**src/rtl/dram_pwr_pkg.sv**
```systemverilog
package dram_pwr_pkg;

  typedef enum logic [1:0] {
    PKG_RUN  = 2'd0,
    PKG_DEEP = 2'd1,
    PKG_S3   = 2'd2,
    PKG_S4   = 2'd3
  } pkg_e;

  typedef enum logic [2:0] {
    R_ACT,
    R_PRE,
    R_APD,
    R_PPD,
    R_WAKE
  } rank_st_e;

  typedef enum logic [2:0] {
    G_RUN,
    G_SR_ENTER,
    G_SR,
    G_SR_EXIT,
    G_OFF
  } glob_e;

  localparam logic [1:0] ST_ACT = 2'd0;
  localparam logic [1:0] ST_APD = 2'd1;
  localparam logic [1:0] ST_PPD = 2'd2;
  localparam logic [1:0] ST_SR  = 2'd3;

endpackage

```
**src/rtl/rank_pd_fsm.sv**
```systemverilog
module rank_pd_fsm
  import dram_pwr_pkg::*;
#(
  parameter int IDLE_W   = 8,
  parameter int EXIT_LAT = 4
) (
  input  logic              clk,
  input  logic              rst,
  input  logic              hold,
  input  logic              req,
  input  logic              pd_en,
  input  logic              pd_mode,
  input  logic              wake,
  input  logic              sleep_now,
  input  logic              pre_ack,
  input  logic [IDLE_W-1:0] idle_limit,
  output logic              cke,
  output logic              ready,
  output logic              pre_req,
  output logic [1:0]        status
);
  localparam int LAT_W = (EXIT_LAT > 1) ? $clog2(EXIT_LAT) : 1;
  localparam logic [LAT_W-1:0] LAT_LAST = LAT_W'(EXIT_LAT - 1);

  rank_st_e st, st_n;
  logic [IDLE_W-1:0] idle_cnt;
  logic [LAT_W-1:0]  lat_cnt;
  logic              pd_go;

  assign pd_go = pd_en && !wake && !req && (sleep_now || (idle_cnt >= idle_limit));

  always_comb begin
    st_n = st;
    unique case (st)
      R_ACT:        if (pd_go) st_n = pd_mode ? R_PRE : R_APD;
      R_PRE:        if (pre_ack) st_n = R_PPD;
      R_APD, R_PPD: if (req || wake || !pd_en) st_n = R_WAKE;
      R_WAKE:       if (lat_cnt == LAT_LAST) st_n = R_ACT;
      default:      st_n = R_ACT;
    endcase
    if (hold) st_n = R_ACT;
  end

  always_ff @(posedge clk) begin
    if (rst) begin
      st       <= R_ACT;
      idle_cnt <= '0;
      lat_cnt  <= '0;
    end else begin
      st <= st_n;
      if (hold || req || st != R_ACT || st_n != R_ACT)
        idle_cnt <= '0;
      else if (idle_cnt != '1)
        idle_cnt <= idle_cnt + 1'b1;
      if (st == R_WAKE && st_n == R_WAKE)
        lat_cnt <= lat_cnt + 1'b1;
      else
        lat_cnt <= '0;
    end
  end

  always_comb begin
    cke     = !(st == R_APD || st == R_PPD);
    ready   = (st == R_ACT);
    pre_req = (st == R_PRE);
    unique case (st)
      R_APD:   status = ST_APD;
      R_PPD:   status = ST_PPD;
      default: status = ST_ACT;
    endcase
  end

  // precharge power-down is only reached through an acknowledge
  a_r4_ppd_after_ack: assert property (@(posedge clk) disable iff (rst)
    $rose(st == R_PPD) |-> $past(pre_ack));

  // a request to a sleeping rank raises clock enable on the next edge
  a_r5_wake_cke: assert property (@(posedge clk) disable iff (rst)
    ((st == R_APD || st == R_PPD) && req) |=> cke);

  // with power-down disabled an active rank stays active
  a_r12_stay_active: assert property (@(posedge clk) disable iff (rst)
    (!pd_en && st == R_ACT) |=> (st == R_ACT));

  // active mode never requests a precharge-all
  a_r3_no_pre_active: assert property (@(posedge clk) disable iff (rst)
    (st == R_ACT && !pd_mode) |=> !pre_req);

endmodule

```
**src/rtl/refresh_wake.sv**
```systemverilog
module refresh_wake (
  input  logic clk,
  input  logic rst,
  input  logic allow,
  input  logic refresh_due,
  input  logic refresh_done,
  input  logic ranks_active,
  output logic ref_busy,
  output logic sleep_now,
  output logic refresh_go
);
  always_ff @(posedge clk) begin
    if (rst) begin
      ref_busy  <= 1'b0;
      sleep_now <= 1'b0;
    end else begin
      sleep_now <= allow && ref_busy && refresh_done;
      if (!allow)
        ref_busy <= 1'b0;
      else if (ref_busy && refresh_done)
        ref_busy <= 1'b0;
      else if (refresh_due)
        ref_busy <= 1'b1;
    end
  end

  assign refresh_go = ref_busy && ranks_active && allow;

  // the re-sleep pulse only follows a refresh that was in progress
  a_r6_sleep_follows: assert property (@(posedge clk) disable iff (rst)
    sleep_now |-> $past(ref_busy && refresh_done));

endmodule

```
**src/rtl/sr_sequencer.sv**
```systemverilog
module sr_sequencer
  import dram_pwr_pkg::*;
(
  input  logic  clk,
  input  logic  rst,
  input  pkg_e  pkg,
  input  logic  any_req,
  input  logic  gfx_internal,
  input  logic  gfx_idle,
  input  logic  disp_pending,
  input  logic  single_disp,
  input  logic  ranks_active,
  input  logic  ref_busy,
  input  logic  sr_enter_ack,
  input  logic  sr_exit_ack,
  output glob_e mode,
  output logic  sr_want,
  output logic  sr_enter_req,
  output logic  sr_exit_req,
  output logic  mem_invalid
);
  glob_e mode_n;
  logic  gfx_ok;

  assign gfx_ok  = !gfx_internal || (gfx_idle && !disp_pending && single_disp);
  assign sr_want = !any_req && ((pkg == PKG_S3) || (pkg == PKG_DEEP && gfx_ok));

  always_comb begin
    mode_n = mode;
    unique case (mode)
      G_RUN:      if (sr_want && ranks_active && !ref_busy) mode_n = G_SR_ENTER;
      G_SR_ENTER: if (sr_enter_ack) mode_n = G_SR;
      G_SR:       if (pkg == PKG_RUN || (pkg == PKG_DEEP && any_req)) mode_n = G_SR_EXIT;
      G_SR_EXIT:  if (sr_exit_ack) mode_n = G_RUN;
      default:    mode_n = G_OFF;
    endcase
    if (pkg == PKG_S4) mode_n = G_OFF;
  end

  always_ff @(posedge clk) begin
    if (rst) begin
      mode        <= G_RUN;
      mem_invalid <= 1'b0;
    end else begin
      mode        <= mode_n;
      mem_invalid <= mem_invalid || (mode_n == G_OFF);
    end
  end

  assign sr_enter_req = (mode == G_SR_ENTER);
  assign sr_exit_req  = (mode == G_SR_EXIT);

  // entry starts only with traffic drained and outside the running state
  a_r7_enter_gate: assert property (@(posedge clk) disable iff (rst)
    $rose(sr_enter_req) |-> $past(!any_req && pkg != PKG_RUN));

  // an exit request holds until acknowledged
  a_r10_exit_hold: assert property (@(posedge clk) disable iff (rst)
    (sr_exit_req && !sr_exit_ack && pkg != PKG_S4) |=> sr_exit_req);

  // suspend keeps self-refresh
  a_r9_s3_stays: assert property (@(posedge clk) disable iff (rst)
    (mode == G_SR && pkg == PKG_S3) |=> (mode == G_SR));

  // hibernate marks the contents lost
  a_r11_s4_invalid: assert property (@(posedge clk) disable iff (rst)
    (pkg == PKG_S4) |=> mem_invalid);

endmodule

```
**src/rtl/dram_rank_pwr_ctrl.sv**
```systemverilog
module dram_rank_pwr_ctrl
  import dram_pwr_pkg::*;
#(
  parameter int NUM_RANKS = 4,
  parameter int IDLE_W    = 8,
  parameter int EXIT_LAT  = 4
) (
  input  logic                   clk,
  input  logic                   rst,
  input  logic [1:0]             pkg_state,
  input  logic [NUM_RANKS-1:0]   req_pending,
  input  logic                   refresh_due,
  input  logic                   refresh_done,
  input  logic                   gfx_internal,
  input  logic                   gfx_idle,
  input  logic                   disp_pending,
  input  logic                   single_disp,
  input  logic                   pd_enable,
  input  logic                   pd_mode,
  input  logic [IDLE_W-1:0]      idle_limit,
  input  logic [NUM_RANKS-1:0]   pre_ack,
  input  logic                   sr_enter_ack,
  input  logic                   sr_exit_ack,
  output logic [NUM_RANKS-1:0]   cke,
  output logic [NUM_RANKS-1:0]   rank_ready,
  output logic [2*NUM_RANKS-1:0] rank_status,
  output logic [NUM_RANKS-1:0]   pre_req,
  output logic                   sr_enter_req,
  output logic                   sr_exit_req,
  output logic                   refresh_go,
  output logic                   mem_invalid
);
  localparam int ST_W = 2;

  glob_e                mode;
  logic                 hold;
  logic                 sr_want;
  logic                 wake_all;
  logic                 ref_busy;
  logic                 sleep_now;
  logic                 ranks_active;
  logic [NUM_RANKS-1:0] rk_cke;
  logic [NUM_RANKS-1:0] rk_rdy;
  logic [NUM_RANKS-1:0] rk_pre;
  logic [ST_W-1:0]      rk_st [NUM_RANKS];

  assign hold         = (mode != G_RUN);
  assign ranks_active = &rk_rdy;
  assign wake_all     = ref_busy || sr_want;

  sr_sequencer u_seq (
    .clk          (clk),
    .rst          (rst),
    .pkg          (pkg_e'(pkg_state)),
    .any_req      (|req_pending),
    .gfx_internal (gfx_internal),
    .gfx_idle     (gfx_idle),
    .disp_pending (disp_pending),
    .single_disp  (single_disp),
    .ranks_active (ranks_active),
    .ref_busy     (ref_busy),
    .sr_enter_ack (sr_enter_ack),
    .sr_exit_ack  (sr_exit_ack),
    .mode         (mode),
    .sr_want      (sr_want),
    .sr_enter_req (sr_enter_req),
    .sr_exit_req  (sr_exit_req),
    .mem_invalid  (mem_invalid)
  );

  refresh_wake u_ref (
    .clk          (clk),
    .rst          (rst),
    .allow        (!hold),
    .refresh_due  (refresh_due),
    .refresh_done (refresh_done),
    .ranks_active (ranks_active),
    .ref_busy     (ref_busy),
    .sleep_now    (sleep_now),
    .refresh_go   (refresh_go)
  );

  for (genvar i = 0; i < NUM_RANKS; i++) begin : g_rank
    rank_pd_fsm #(
      .IDLE_W   (IDLE_W),
      .EXIT_LAT (EXIT_LAT)
    ) u_rank (
      .clk        (clk),
      .rst        (rst),
      .hold       (hold),
      .req        (req_pending[i]),
      .pd_en      (pd_enable),
      .pd_mode    (pd_mode),
      .wake       (wake_all),
      .sleep_now  (sleep_now),
      .pre_ack    (pre_ack[i]),
      .idle_limit (idle_limit),
      .cke        (rk_cke[i]),
      .ready      (rk_rdy[i]),
      .pre_req    (rk_pre[i]),
      .status     (rk_st[i])
    );
  end

  always_comb begin
    for (int i = 0; i < NUM_RANKS; i++) begin
      unique case (mode)
        G_RUN: begin
          cke[i]                 = rk_cke[i];
          rank_ready[i]          = rk_rdy[i];
          pre_req[i]             = rk_pre[i];
          rank_status[ST_W*i +: ST_W] = rk_st[i];
        end
        G_SR_ENTER, G_SR_EXIT: begin
          cke[i]                 = 1'b1;
          rank_ready[i]          = 1'b0;
          pre_req[i]             = 1'b0;
          rank_status[ST_W*i +: ST_W] = ST_ACT;
        end
        default: begin
          cke[i]                 = 1'b0;
          rank_ready[i]          = 1'b0;
          pre_req[i]             = 1'b0;
          rank_status[ST_W*i +: ST_W] = ST_SR;
        end
      endcase
    end
  end

  // refresh is granted only with every rank awake
  a_r6_refresh_awake: assert property (@(posedge clk) disable iff (rst)
    refresh_go |-> (&cke));

  // an acknowledged entry drops every clock enable
  a_r7_sr_cke_low: assert property (@(posedge clk) disable iff (rst)
    (sr_enter_req && sr_enter_ack) |=> (cke == '0));

  // hibernate holds clock enables low
  a_r11_s4_cke_low: assert property (@(posedge clk) disable iff (rst)
    (pkg_state == 2'd3) |=> (cke == '0));

endmodule

```
**config.mk**
```make
export PLATFORM = sky130hd
export DESIGN_NAME = dram_rank_pwr_ctrl
export DESIGN_NICKNAME = d
export VERILOG_FILES = /design/src/rtl/dram_pwr_pkg.sv /design/src/rtl/rank_pd_fsm.sv /design/src/rtl/refresh_wake.sv /design/src/rtl/sr_sequencer.sv /design/src/rtl/dram_rank_pwr_ctrl.sv
export SDC_FILE = /design/constraint.sdc
export NUM_CORES = 1
export LEC_CHECK = 0
export CAP_MARGIN = 30
export CORE_MARGIN = 2
export CORE_UTILIZATION = 46
export DETAILED_ROUTE_END_ITERATION = 8
export DONT_BUFFER_PORTS = 1
export PLACE_DENSITY = 0.67
export SYNTH_ARGS = -nofsm -noshare
export SYNTH_HDL_FRONTEND = slang
export SYNTH_SLANG_ARGS = --single-unit
export TNS_END_PERCENT = 30
```
**constraint.sdc**
```tcl
create_clock -name clk -period 3.36 [get_ports clk]
set_input_delay 0.336 -clock clk [delete_from_list [all_inputs] [get_ports clk]]
set_output_delay 0.336 -clock clk [all_outputs]
set_load 0.02 [all_outputs]
```
# == After elaboration in Yosys (flattened, before gate mapping) ==
# Index checks and enable logic that the tools add are counted.
# W data, S select, Z words.
# totals
out_inout_bits,24
register_bits,58
inputBits,30
# classes
n_mux,51
n_reduce_logical,104
n_eq_ne,35
addsub,8
order_cmp,4
bitwise_logic,4
# op_table
operator,n
$mux W3,25
$pmux W3 S4,5
$logic_or A1 B1 Y1,33
$add A8 B1 Y8 const B,4
$ge A8 B8 Y1,4
$ne A8 B8 Y1 const B,4
$pmux W2 S2,8
$eq A3 B2 Y1 const B,10
$eq A3 B3 Y1 const B,9
$reduce_bool A3 Y1,9
$reduce_or A2 Y1,13
$logic_and A1 B1 Y1,25
$eq A3 B1 Y1 const B,5
$logic_not A1 Y1,15
$logic_not A3 Y1,5
$eq A2 B2 Y1 const B,6
$add A2 B1 Y2 const B,4
$mux W1,8
$pmux W1 S2,4
$not A1 Y1,4
$reduce_and A4 Y1,1
$reduce_or A4 Y1,1
$reduce_or A3 Y1,1
$eq A2 B1 Y1 const B,1
other kinds (2),2

# == Logic depth before layout (Yosys ltp) ==
# Gate-level depths: netlist of the first run.
# depth
ltp_word,19
depth_mapped,7
mapped_depth_nobuf,7

# == Cells and area by module ==
# A second synthesis of the first run with hierarchy kept.
# hier_totals
cells_unflattened,470
area_unflattened_um2,4023.9
# modules_own_cells
mod,instances,seq_area_each_um2,cells_per_inst,area_per_inst_um2
rank_pd_fsm at g_rank[0].u_rank ...,3,260.2,95,835.8
rank_pd_fsm at g_rank[1].u_rank,1,260.2,110,960.9
dram_rank_pwr_ctrl,1,0.0,41,251.5
sr_sequencer,1,80.1,26,219.0
refresh_wake,1,40.0,8,85.1

# == Worst setup path before layout of the first run ==
# OpenSTA, ideal clock, no wires.
# synth_path
path_kind,input port to flip-flop
from,in idle_limit[2]
to,reg g_rank[2].u_rank.idle_cnt[6]
t_required_ps,3282
setup_ps,78
n_path_buf,0
setup_slack_ps,1277
arrival_time_ps,2005
stages,7
cell_sequence,inv_1 > ha_1 > a211oi_1 > o21ai_0 > a2111oi_0 > o31ai_2 > nor3_1
# synth_via
elab_chain_len,9
# synth_lines
element,line,text
"start, declared",dram_rank_pwr_ctrl.sv:20,"input logic [IDLE_W-1:0] idle_limit,"
$ge A8 B8 Y1,rank_pd_fsm.sv:30,assign pd_go = pd_en && !wake && !req && (sleep_now || (idle_cnt >= idle_limit));
$logic_or A1 B1 Y1,rank_pd_fsm.sv:30,
$logic_and A1 B1 Y1,rank_pd_fsm.sv:30,
$mux W3,rank_pd_fsm.sv:35,R_ACT: if (pd_go) st_n = pd_mode ? R_PRE : R_APD;
$pmux W3 S4,rank_pd_fsm.sv:34,unique case (st)
$mux W3,rank_pd_fsm.sv:41,if (hold) st_n = R_ACT;
$reduce_bool A3 Y1,rank_pd_fsm.sv:51,if (hold || req || st != R_ACT || st_n != R_ACT)
$logic_or A1 B1 Y1,rank_pd_fsm.sv:51,
$reduce_or A2 Y1 (no source line),--,
"end signal, assigned",rank_pd_fsm.sv:54,idle_cnt <= idle_cnt + 1'b1;
"end, declared",rank_pd_fsm.sv:26,logic [IDLE_W-1:0] idle_cnt;
# No other way between the ends.
# A chain may end at the register's enable or synchronous reset.

# == Worst setup path in the final report of the first run ==
# layout_path
from,reg u_seq.mode[0]
to,out pre_req[1]
# layout_via
elab_chain_len,2
# layout_lines
element,line,text
"start, declared",sr_sequencer.sv:16,"output glob_e mode,"
"start signal, assigned",sr_sequencer.sv:45,mode <= mode_n;
$logic_not A3 Y1,dram_rank_pwr_ctrl.sv:107,unique case (mode)
$mux W1,dram_rank_pwr_ctrl.sv:107,
"end, declared",dram_rank_pwr_ctrl.sv:27,"output logic [NUM_RANKS-1:0] pre_req,"
# No other way between the ends.

==> metrics.cfg, run 1 <==
[floorplanning]
die_w_um=93.9
io_pins=54
die_height_um=93.9
die-area_um2=8810
initial_utilization_pct=47.8
std_cell_rows=32
core_area_um2=7770

[finish]
stdcell_count=570
nNetsFinal=533
seqCellArea_um2=1160
drive_gt1_share_pct=6.20
area_delta_synth_final_pct=8.11
final_util_pct=51.7
fin_area_um2=4020
multi_input_area_um2=2400
num_antenna_cells=0
fillCellCount=772

[route]
drtPass1Iterations=4
dr_total_vias=3357
wl_per_cell_um=15.2
vias_per_cell=5.89
drt-total-wl_um=8690
ant_nets=0
drc=0
drt_iter0_drc=135

[synth]
netlist_area_um2=3720
synth-seq-area-share_pct=31.2
yosys_warnings=0
netlist_instances=465
avgSynthCellArea_um2=7.99
syn_nets=535
yosysUniqueCellTypes=53
synthTopCellsByArea=dfxtp_1, ha_1, nor2_1
async_flop_share_pct=0
yosys.area.top_type=dfxtp_1
synthFlopType=dfxtp_1
yosys.area.top_type_share_pct=31.2
synth_edf_count=0
synth-seq-cells=58

[power]
powerDensity_nw_per_um2=406
leakagePower_nw=1.60
vdd_drop_max_mv=0.207

[grt]
grt_antenna_before_repair=0
grt_overflow=0
grt_pass1_wl_um=15000
grt_pass1_vias=3149
grt_start_max_net_pins=23
grt_usage_pct=21.4

[worst_hold_path]
hold_depth=1
hold_class=input port to flip-flop
holdCritStartpoint=rst
worstHoldEndpoint=u_seq.mem_invalid

[critical_path]
worst-r2r-setup-slack_ns=1.01
endpoint_kind=primary output
rr_worst_depth=3
r2r-start=u_seq.mode[0]
start_kind=flip-flop
critPathArrivalTime_ns=2.18
reg2reg_to=g_rank[1].u_rank.idle_cnt[6]
crit_required_ns=3.02
critical_path_class=flip-flop to primary output
path_max_fanout=21

[clocking]
cts_inserted_buffers=9
post_cts_buffers=0
clkLatencyLatePin_ns=0.35
cts_sinks=58
cts_resized=0
clkSlewWorstSetupHoldPaths_ns=0.07
cts_tree=done
hold_buffers=0
cts.htree.levels=3
cts_buffer_depth=2
cts_root_buf=clkbuf_8

[timing]
rsz0062_at_grt=no
finalCritPeriodShare_pct=75.0
worst_slew_pin_slew_ns=0.952
finalSetupTns_ns=0
relSlewSlack_pct=35.9
hold_viol_final=0
setup_ws_ns=0.839
skew_ns=0.0103
slew_violations=0
setup_viol=0
max_freq_mhz=397
layout_min_cycle_time_ns=2.52

[placement]
place_inst=554
gp_congestion=0.797
place_ws_ns=1.01
numPortBuffers=0
dp_hpwl_um=6590
dpl-instance-area_um2=3780

[status]
status=finished, final reports clean

[flow_run]
drv_cap=0

-- cell usage in the layout (no fill, tap or decap), drive strengths merged, types with 13 or more instances in the layout --
master and instances:
nand3 23, nor3 29, nand2 32, and3 13
nor2 77, a21oi 16, o21ai 21, inv 21
ha 40, dfxtp 58
-- synthesized netlist by cell type (all sizes together), types with 2 or more instances --
master and number:
o21ai 21, nor4 6, inv 21, nand4 8
a31oi 10, or2 2, a2111oi 6, mux2i 8
o21bai 8, o211ai 4, a22oi 2, and4 2
buf 4, nor3 29, nor2 77, nor3b 4
o31ai 5, ha 40, nor2b 7, xnor2 5
nand2 32, or4 3, clkbuf 11, nand3 23
nor4b 3, nand3b 3, a211oi 6, or3 6
nand2b 5, a21oi 16, o21a 3, dfxtp 58
a211o 3, and3 13
-- critical path, cell delays in order, from the launching register on --
cell,delay (ns)
dfxtp_1,0.51
or3_1,0.57
nor4_1,0.76
-- sequential cells by signal, indices dropped and copies added, names as in the netlist --
register,flops
g_rank.u_rank.idle_cnt,32
g_rank.u_rank.st,12
g_rank.u_rank.lat_cnt,8
u_seq.mode,3
u_ref.ref_busy,1
u_ref.sleep_now,1
u_seq.mem_invalid,1
-- power breakdown --
part / total [W] / switching (W) / internal (W)
Sequential: 0.000711 / 0.0000147 / 0.000696
Combinational: 0.000141 / 0.0000946 / 0.0000464
Clock: 0.000780 / 0.000291 / 0.000489
Total: 0.00163 / 0.000401 / 0.00123
-- per-stage QoR --
step	power, W	hold slack, ns
2_1_floorplan	0.000842	0.398
5_1_grt	0.00171	0.0364
3_5_place_dp	0.000867	0.411
4_1_cts	0.00165	0.0359
6_report	0.00163	0.0509
3_3_place_gp	0.000863	0.407
-- per-layer routing --
layer | wire, um | GRT usage (%) | vias to the layer above
li1 | - | - | 1695
met1 | 4060 | 26.9 | 1552
met2 | 3900 | 34.5 | 96
met3 | 569 | 6.18 | 14
met4 | 159 | 8.33 | 0
met5 | 0 | 0 | -
-- cell families after synthesis --
family                   after synthesis  synth area share (%)
flip-flops                            58                  31.2
multiplexers                           9                  2.46
AND/OR/NAND/NOR                      227                  30.4
buffers and inverters                 36                  4.11
XOR/XNOR                               6                  1.41
adder cells (fa/ha/maj)               40                  13.5
AO/OA/AOI/OAI                         89                  16.9
-- how the worst max path moves through the flow --
stage,cells after the start,slack [ns],end,from
6_report,2,0.84,pre_req[1],u_seq.mode[0]
5_1_grt,2,0.73,pre_req[1],u_seq.mode[0]
4_1_cts,2,0.83,pre_req[1],u_seq.mode[0]
3_5_place_dp,3,1.01,g_rank[1].u_rank.idle_cnt[6],u_seq.mode[0]
3_3_place_gp,3,1.11,g_rank[1].u_rank.idle_cnt[5],u_seq.mode[1]
2_1_floorplan,7,1.28,g_rank[2].u_rank.idle_cnt[6],idle_limit[2]
-- layout make-up --
| type | instances | share of cell area, % |
|---|---|---|
| repair buffers | 2 | 0.374 |
| clock inverters | 6 | 2.62 |
| multi-input cells | 371 | 59.8 |
| clock buffers | 10 | 3.18 |
| inverters | 21 | 1.96 |
| flip-flops and latches | 58 | 28.9 |
| well taps | 102 | 3.18 |
No activity file was read; power rests on OpenSTA's default activity.
==> run 2, diff against run 1 <==
--- a/config.mk
+++ b/config.mk
@@ -10,7 +10,7 @@
 export CORE_UTILIZATION = 46
 export DETAILED_ROUTE_END_ITERATION = 8
 export DONT_BUFFER_PORTS = 1
-export PLACE_DENSITY = 0.67
+export PLACE_DENSITY = 0.69
 export SYNTH_ARGS = -nofsm -noshare
 export SYNTH_HDL_FRONTEND = slang
 export SYNTH_SLANG_ARGS = --single-unit
==> constraint.sdc (replaced) <==
create_clock -name clk -period 2 [get_ports clk]
set_input_delay 0.2 -clock clk [delete_from_list [all_inputs] [get_ports clk]]
set_output_delay 0.2 -clock clk [all_outputs]
set_load 0.02 [all_outputs]
==> run 2 against run 1 <==
Against the previous run:
- first-iteration DRC count shrank 3.0%
- worst setup slack got worse by 0.82 ns
- via count is 5.4% higher
- non-clock buffer count increased by 42
- sequential power grew 67%
- clock-buffer cell count is 4 higher
- clock power up 41%
- clock skew decreased by 0.0027 ns
- sequential cell count stayed put
- power grew 58%
- critical path type unchanged
- critical path depth rose by 1
==> metrics.cfg, run 2 (synthesized netlist as in run 1, its figures left out) <==
[status]
status=finished, final reports clean

[critical_path]
start_kind=flip-flop
endpoint_kind=primary output
critical_path_class=flip-flop to primary output
crit_required_ns=1.80
path_max_fanout=6
worst-r2r-setup-slack_ns=0.07
critPathArrivalTime_ns=1.78

[power]
p_int_w=0.00192
powerDensity_nw_per_um2=591
swShare_pct=25.2
leakagePower_nw=1.80
switching_power_w=0.000650
combPwrFrac_pct=11.3
seq_power_share_pct=46.1
p_total_w=0.00257
p_clk_share_pct=42.6
vdd_drop_max_mv=0.357

[finish]
largestRegisters=g_rank.u_rank.idle_cnt (32), g_rank.u_rank.st (12), g_rank.u_rank.lat_cnt (8)
area_delta_synth_final_pct=17.1
final_cell_mix=nor2_1, dfxtp_1, buf_4
fillCellCount=744
largest-register=g_rank.u_rank.idle_cnt
nNetsFinal=575
final_common_cell=nor2_1
largest_register_ff_count=32
drive_gt1_share_pct=14.7
final_util_pct=56.0
num_antenna_cells=0

[timing]
slew_violations=0
finalCritPeriodShare_pct=98.8
finalSetupTns_ns=0
setup_ws_ns=0.0243
worst_slew_pin_slew_ns=0.563
max_freq_mhz=506
skew_ns=0.00754
layout_min_cycle_time_ns=1.98
setup_viol=0
relSlewSlack_pct=62.3
rsz0062_at_grt=yes
hold_viol_final=0

[clocking]
cts_root_buf=clkbuf_8
clkLatencyLatePin_ns=0.34
cts_inserted_buffers=9
cts_sinks=58
post_cts_buffers=0
cts_tree=done
cts_buffer_depth=2
cts.htree.levels=3
clkSlewWorstSetupHoldPaths_ns=0.07

[route]
vias_per_cell=5.78
ant_nets=0
drc=0
drtPass1Iterations=5
drt_iter0_drc=131
wl_per_cell_um=14.9
drt-total-wl_um=9120
dr_total_vias=3537

[grt]
grt_overflow=0
grt_usage_pct=21.7
grt_pass1_wl_um=15400
grt_pass1_vias=3389
grt_start_max_net_pins=22
grt_antenna_before_repair=0

[placement]
gp_congestion=0.912
place_ws_ns=-0.0381
numPortBuffers=0
dp_hpwl_um=7130

[floorplanning]
die_height_um=93.9
die-area_um2=8810
std_cell_rows=32
core_area_um2=7770
initial_utilization_pct=47.8
io_pins=54
die_w_um=93.9

[flow_run]
drv_cap=0

[worst_hold_path]
hold_class=input port to flip-flop

[run 2: cell types whose count changed in the layout (fill, tap and decap cells not counted), sizes merged]
cell | before | now
dlygate4sd3 | 0 | 3
bufinv | 3 | 1
buf | 2 | 41
clkbuf | 10 | 14
clkinv | 3 | 1
[run 2: final cells by class]
class	count	area (um2)	area share, %
Inverter	21	78.8	1.81
Clock buffer	14	163	3.74
Clock inverter	2	35.0	0.805
Multi-Input combinational cell	371	2450	56.3
Sequential cell	58	1160	26.7
Tap cell	102	128	2.93
Timing Repair Buffer	44	338	7.77
[run 2: worst paths after layout]
| kind | endpoint | depth (start not counted) | start |
|---|---|---|---|
| max | refresh_go | 3 | g_rank[2].u_rank.st[2] |
| min reg2reg | g_rank[1].u_rank.lat_cnt[0] | 1 | g_rank[1].u_rank.lat_cnt[0] |
| max reg2reg | g_rank[0].u_rank.idle_cnt[5] | 7 | g_rank[0].u_rank.idle_cnt[5] |
| min | u_seq.mode[1] | 2 | sr_enter_ack |
[run 2: repair_timing]
action	in CTS	in global routing
gates cloned	0	0
endpoints found under the hold margin	4	0
resized for setup	2	11
pin swaps	0	4
endpoints found under the setup margin	3	30
hold buffers	3	0
[run 2: critical path, stage by stage (launching register included)]
cell and delay [ns]:
dfxtp_1 0.36, or3_1 0.45, nor4_2 0.33, and3_2 0.31
[run 2: power groups by stage]
stage / Clock (W) / Sequential, W / Combinational [W]
after floorplan: 0 / 0.00121 / 0.000204
after global placement: 0 / 0.00121 / 0.000272
after detailed placement: 0 / 0.00121 / 0.000278
after CTS: 0.00112 / 0.00119 / 0.000286
after global routing: 0.00117 / 0.00119 / 0.000324
final: 0.00110 / 0.00119 / 0.000291
[run 2: metal layers]
metal	GRT usage (%)	vias to the layer above	part of all wire (%)
met5	0	-	0
met4	6.28	0	1.3
met3	6.58	11	7.7
met2	36.4	116	47
met1	26.7	1635	44
li1	-	1775	-
[run 2: stage by stage]
step	instance area (um2)	cells	hold slack, ns
2_1_floorplan	3720	465	0.269
3_3_place_gp	4080	593	0.271
3_5_place_dp	4080	593	0.273
4_1_cts	4320	612	0.0117
5_1_grt	4350	612	0.00642
6_report	4350	612	0.0232
==> run 3, diff against run 2 <==
--- a/config.mk
+++ b/config.mk
@@ -11,6 +11,7 @@
 export DETAILED_ROUTE_END_ITERATION = 8
 export DONT_BUFFER_PORTS = 1
 export PLACE_DENSITY = 0.69
+export SETUP_SLACK_MARGIN = 0.1
 export SYNTH_ARGS = -nofsm -noshare
 export SYNTH_HDL_FRONTEND = slang
 export SYNTH_SLANG_ARGS = --single-unit
==> run 3 against run 2 <==
Against the previous run:
- non-clock buffer count is 3 higher
- first-iteration DRC count increased by 40%
- critical path depth rose by 4
- sequential power about the same
- combinational power is 6% higher
- cell count up 0.65%
- global-route usage grew 0.051 points
- power up 0.61%
- die area unchanged
- register-to-register slack worse by 0.07 ns
- wire length up 3.3%
- critical path type is now flip-flop to flip-flop
- critical endpoint is now g_rank[3].u_rank.st[1]
- largest cell class unchanged
- highest routed layer unchanged
==> metrics.cfg, run 3 (synthesized netlist as in run 1, its figures left out) <==
[timing]
relSlewSlack_pct=68.0
hold_viol_final=0
finalCritPeriodShare_pct=99.8
max_freq_mhz=501
finalSetupTns_ns=0
rsz0062_at_grt=yes
slew_violations=0
skew_ns=0.00761
layout_min_cycle_time_ns=2.00
setup_ws_ns=0.00354
setup_viol=0
worst_slew_pin_slew_ns=0.479

[critical_path]
endpoint_kind=flip-flop
crit_required_ns=2.28
crit_chain=ha_1 -> o211ai_1 -> nor3_1 -> a21oi_2 -> buf_4 -> or4_1 -> nand3_1
critical_path_class=flip-flop to flip-flop
cpMaxStageDelayCell=or4_1
path_max_fanout=3
start_kind=flip-flop
critical-path-top-delay-family=simple AND/OR/NAND/NOR gates
cp_num_buf_inv=1
critPathArrivalTime_ns=2.27
cp_slowest_stage_delay_ns=0.52

[floorplanning]
die_height_um=93.9
initial_utilization_pct=47.8
die-area_um2=8810
core_area_um2=7770
io_pins=54
std_cell_rows=32
die_w_um=93.9

[route]
ant_nets=0
drc=0
vias_per_cell=5.84
drt-total-wl_um=9420
dr_total_vias=3599
drt_iter0_drc=184
wl_per_cell_um=15.3
drtPass1Iterations=4

[finish]
largest-register=g_rank.u_rank.idle_cnt
fin_area_um2=4490
nNetsFinal=578
largestRegisters=g_rank.u_rank.idle_cnt (32), g_rank.u_rank.st (12), g_rank.u_rank.lat_cnt (8)
area_delta_synth_final_pct=20.9
fillCellCount=720
final_cell_mix=nor2_1, dfxtp_1, buf_4
largest_register_ff_count=32
stdcell_count=616
final_common_cell=nor2_1
drive_gt1_share_pct=18.3

[clocking]
clkSlewWorstSetupHoldPaths_ns=0.06
cts.htree.levels=3
cts_sinks=58
cts_inserted_buffers=9
cts_root_buf=clkbuf_8
clkLatencyLatePin_ns=0.34
cts_buffer_depth=2
cts_tree=done

[grt]
grt_pass1_vias=3397
grt_usage_pct=21.7
grt_start_max_net_pins=22
grt_pass1_wl_um=15500
grt_overflow=0
grt_antenna_before_repair=0

[placement]
dpl-instance-area_um2=4080
place_ws_ns=-0.0381
dp_hpwl_um=7130
numPortBuffers=0
gp_congestion=0.912
place_inst=593

[power]
vdd_drop_max_mv=0.366
powerDensity_nw_per_um2=576
p_total_w=0.00259
leakagePower_nw=1.83

[flow_run]
drv_cap=0

[status]
status=finished, final reports clean

[worst_hold_path]
hold_class=input port to flip-flop

==> run 3: repair_timing <==
item,in CTS,in global routing
setup buffers,1,2
pin swaps,2,8
endpoints found under the hold margin,4,0
gates resized for setup,9,28
setup endpoints to repair,23,44
hold buffers,3,0
==> run 3: metrics by stage <==
step | hold slack, ns | utilization [%]
2_1_floorplan | 0.269 | -
3_3_place_gp | 0.271 | 52.5
3_5_place_dp | 0.273 | 52.5
4_1_cts | 0.0117 | 55.9
5_1_grt | 0.00621 | 57.8
6_report | 0.0264 | 57.8
==> run 3: layout make-up <==
type / count / area, um2 / area share, %
Multi-Input combinational cell: 371 / 2560 / 56.9
Sequential cell: 58 / 1170 / 26.0
Timing Repair Buffer: 47 / 360 / 8.02
Clock buffer: 14 / 163 / 3.62
Tap cell: 102 / 128 / 2.84
Inverter: 21 / 78.8 / 1.75
Clock inverter: 2 / 35.0 / 0.780
Antenna cell: 1 / 2.50 / 0.0557
==> run 3: routing by layer <==
metal	vias up	track usage (%)	wire (um)
met2	119	36.8	4620
met5	-	0	0
met3	6	6.50	627
met4	0	6.04	52
met1	1689	26.7	4120
li1	1785	-	-
==> run 3: worst paths after layout <==
path                                       to  slack [ns]                         start  depth (start not counted)
setup / recovery       g_rank[3].u_rank.st[1]       0.004  g_rank[3].u_rank.idle_cnt[5]                          7
setup reg to reg       g_rank[3].u_rank.st[1]       0.004  g_rank[3].u_rank.idle_cnt[5]                          7
hold / removal                  u_seq.mode[1]        0.03                  sr_enter_ack                          2
hold reg to reg   g_rank[2].u_rank.lat_cnt[0]        0.42   g_rank[2].u_rank.lat_cnt[0]                          1
==> run 3: power breakdown <==
part | switching, W | total (W) | internal [W]
Combinational | 0.000190 | 0.000309 | 0.000118
Clock | 0.000452 | 0.00110 | 0.000643
Sequential | 0.0000152 | 0.00118 | 0.00117
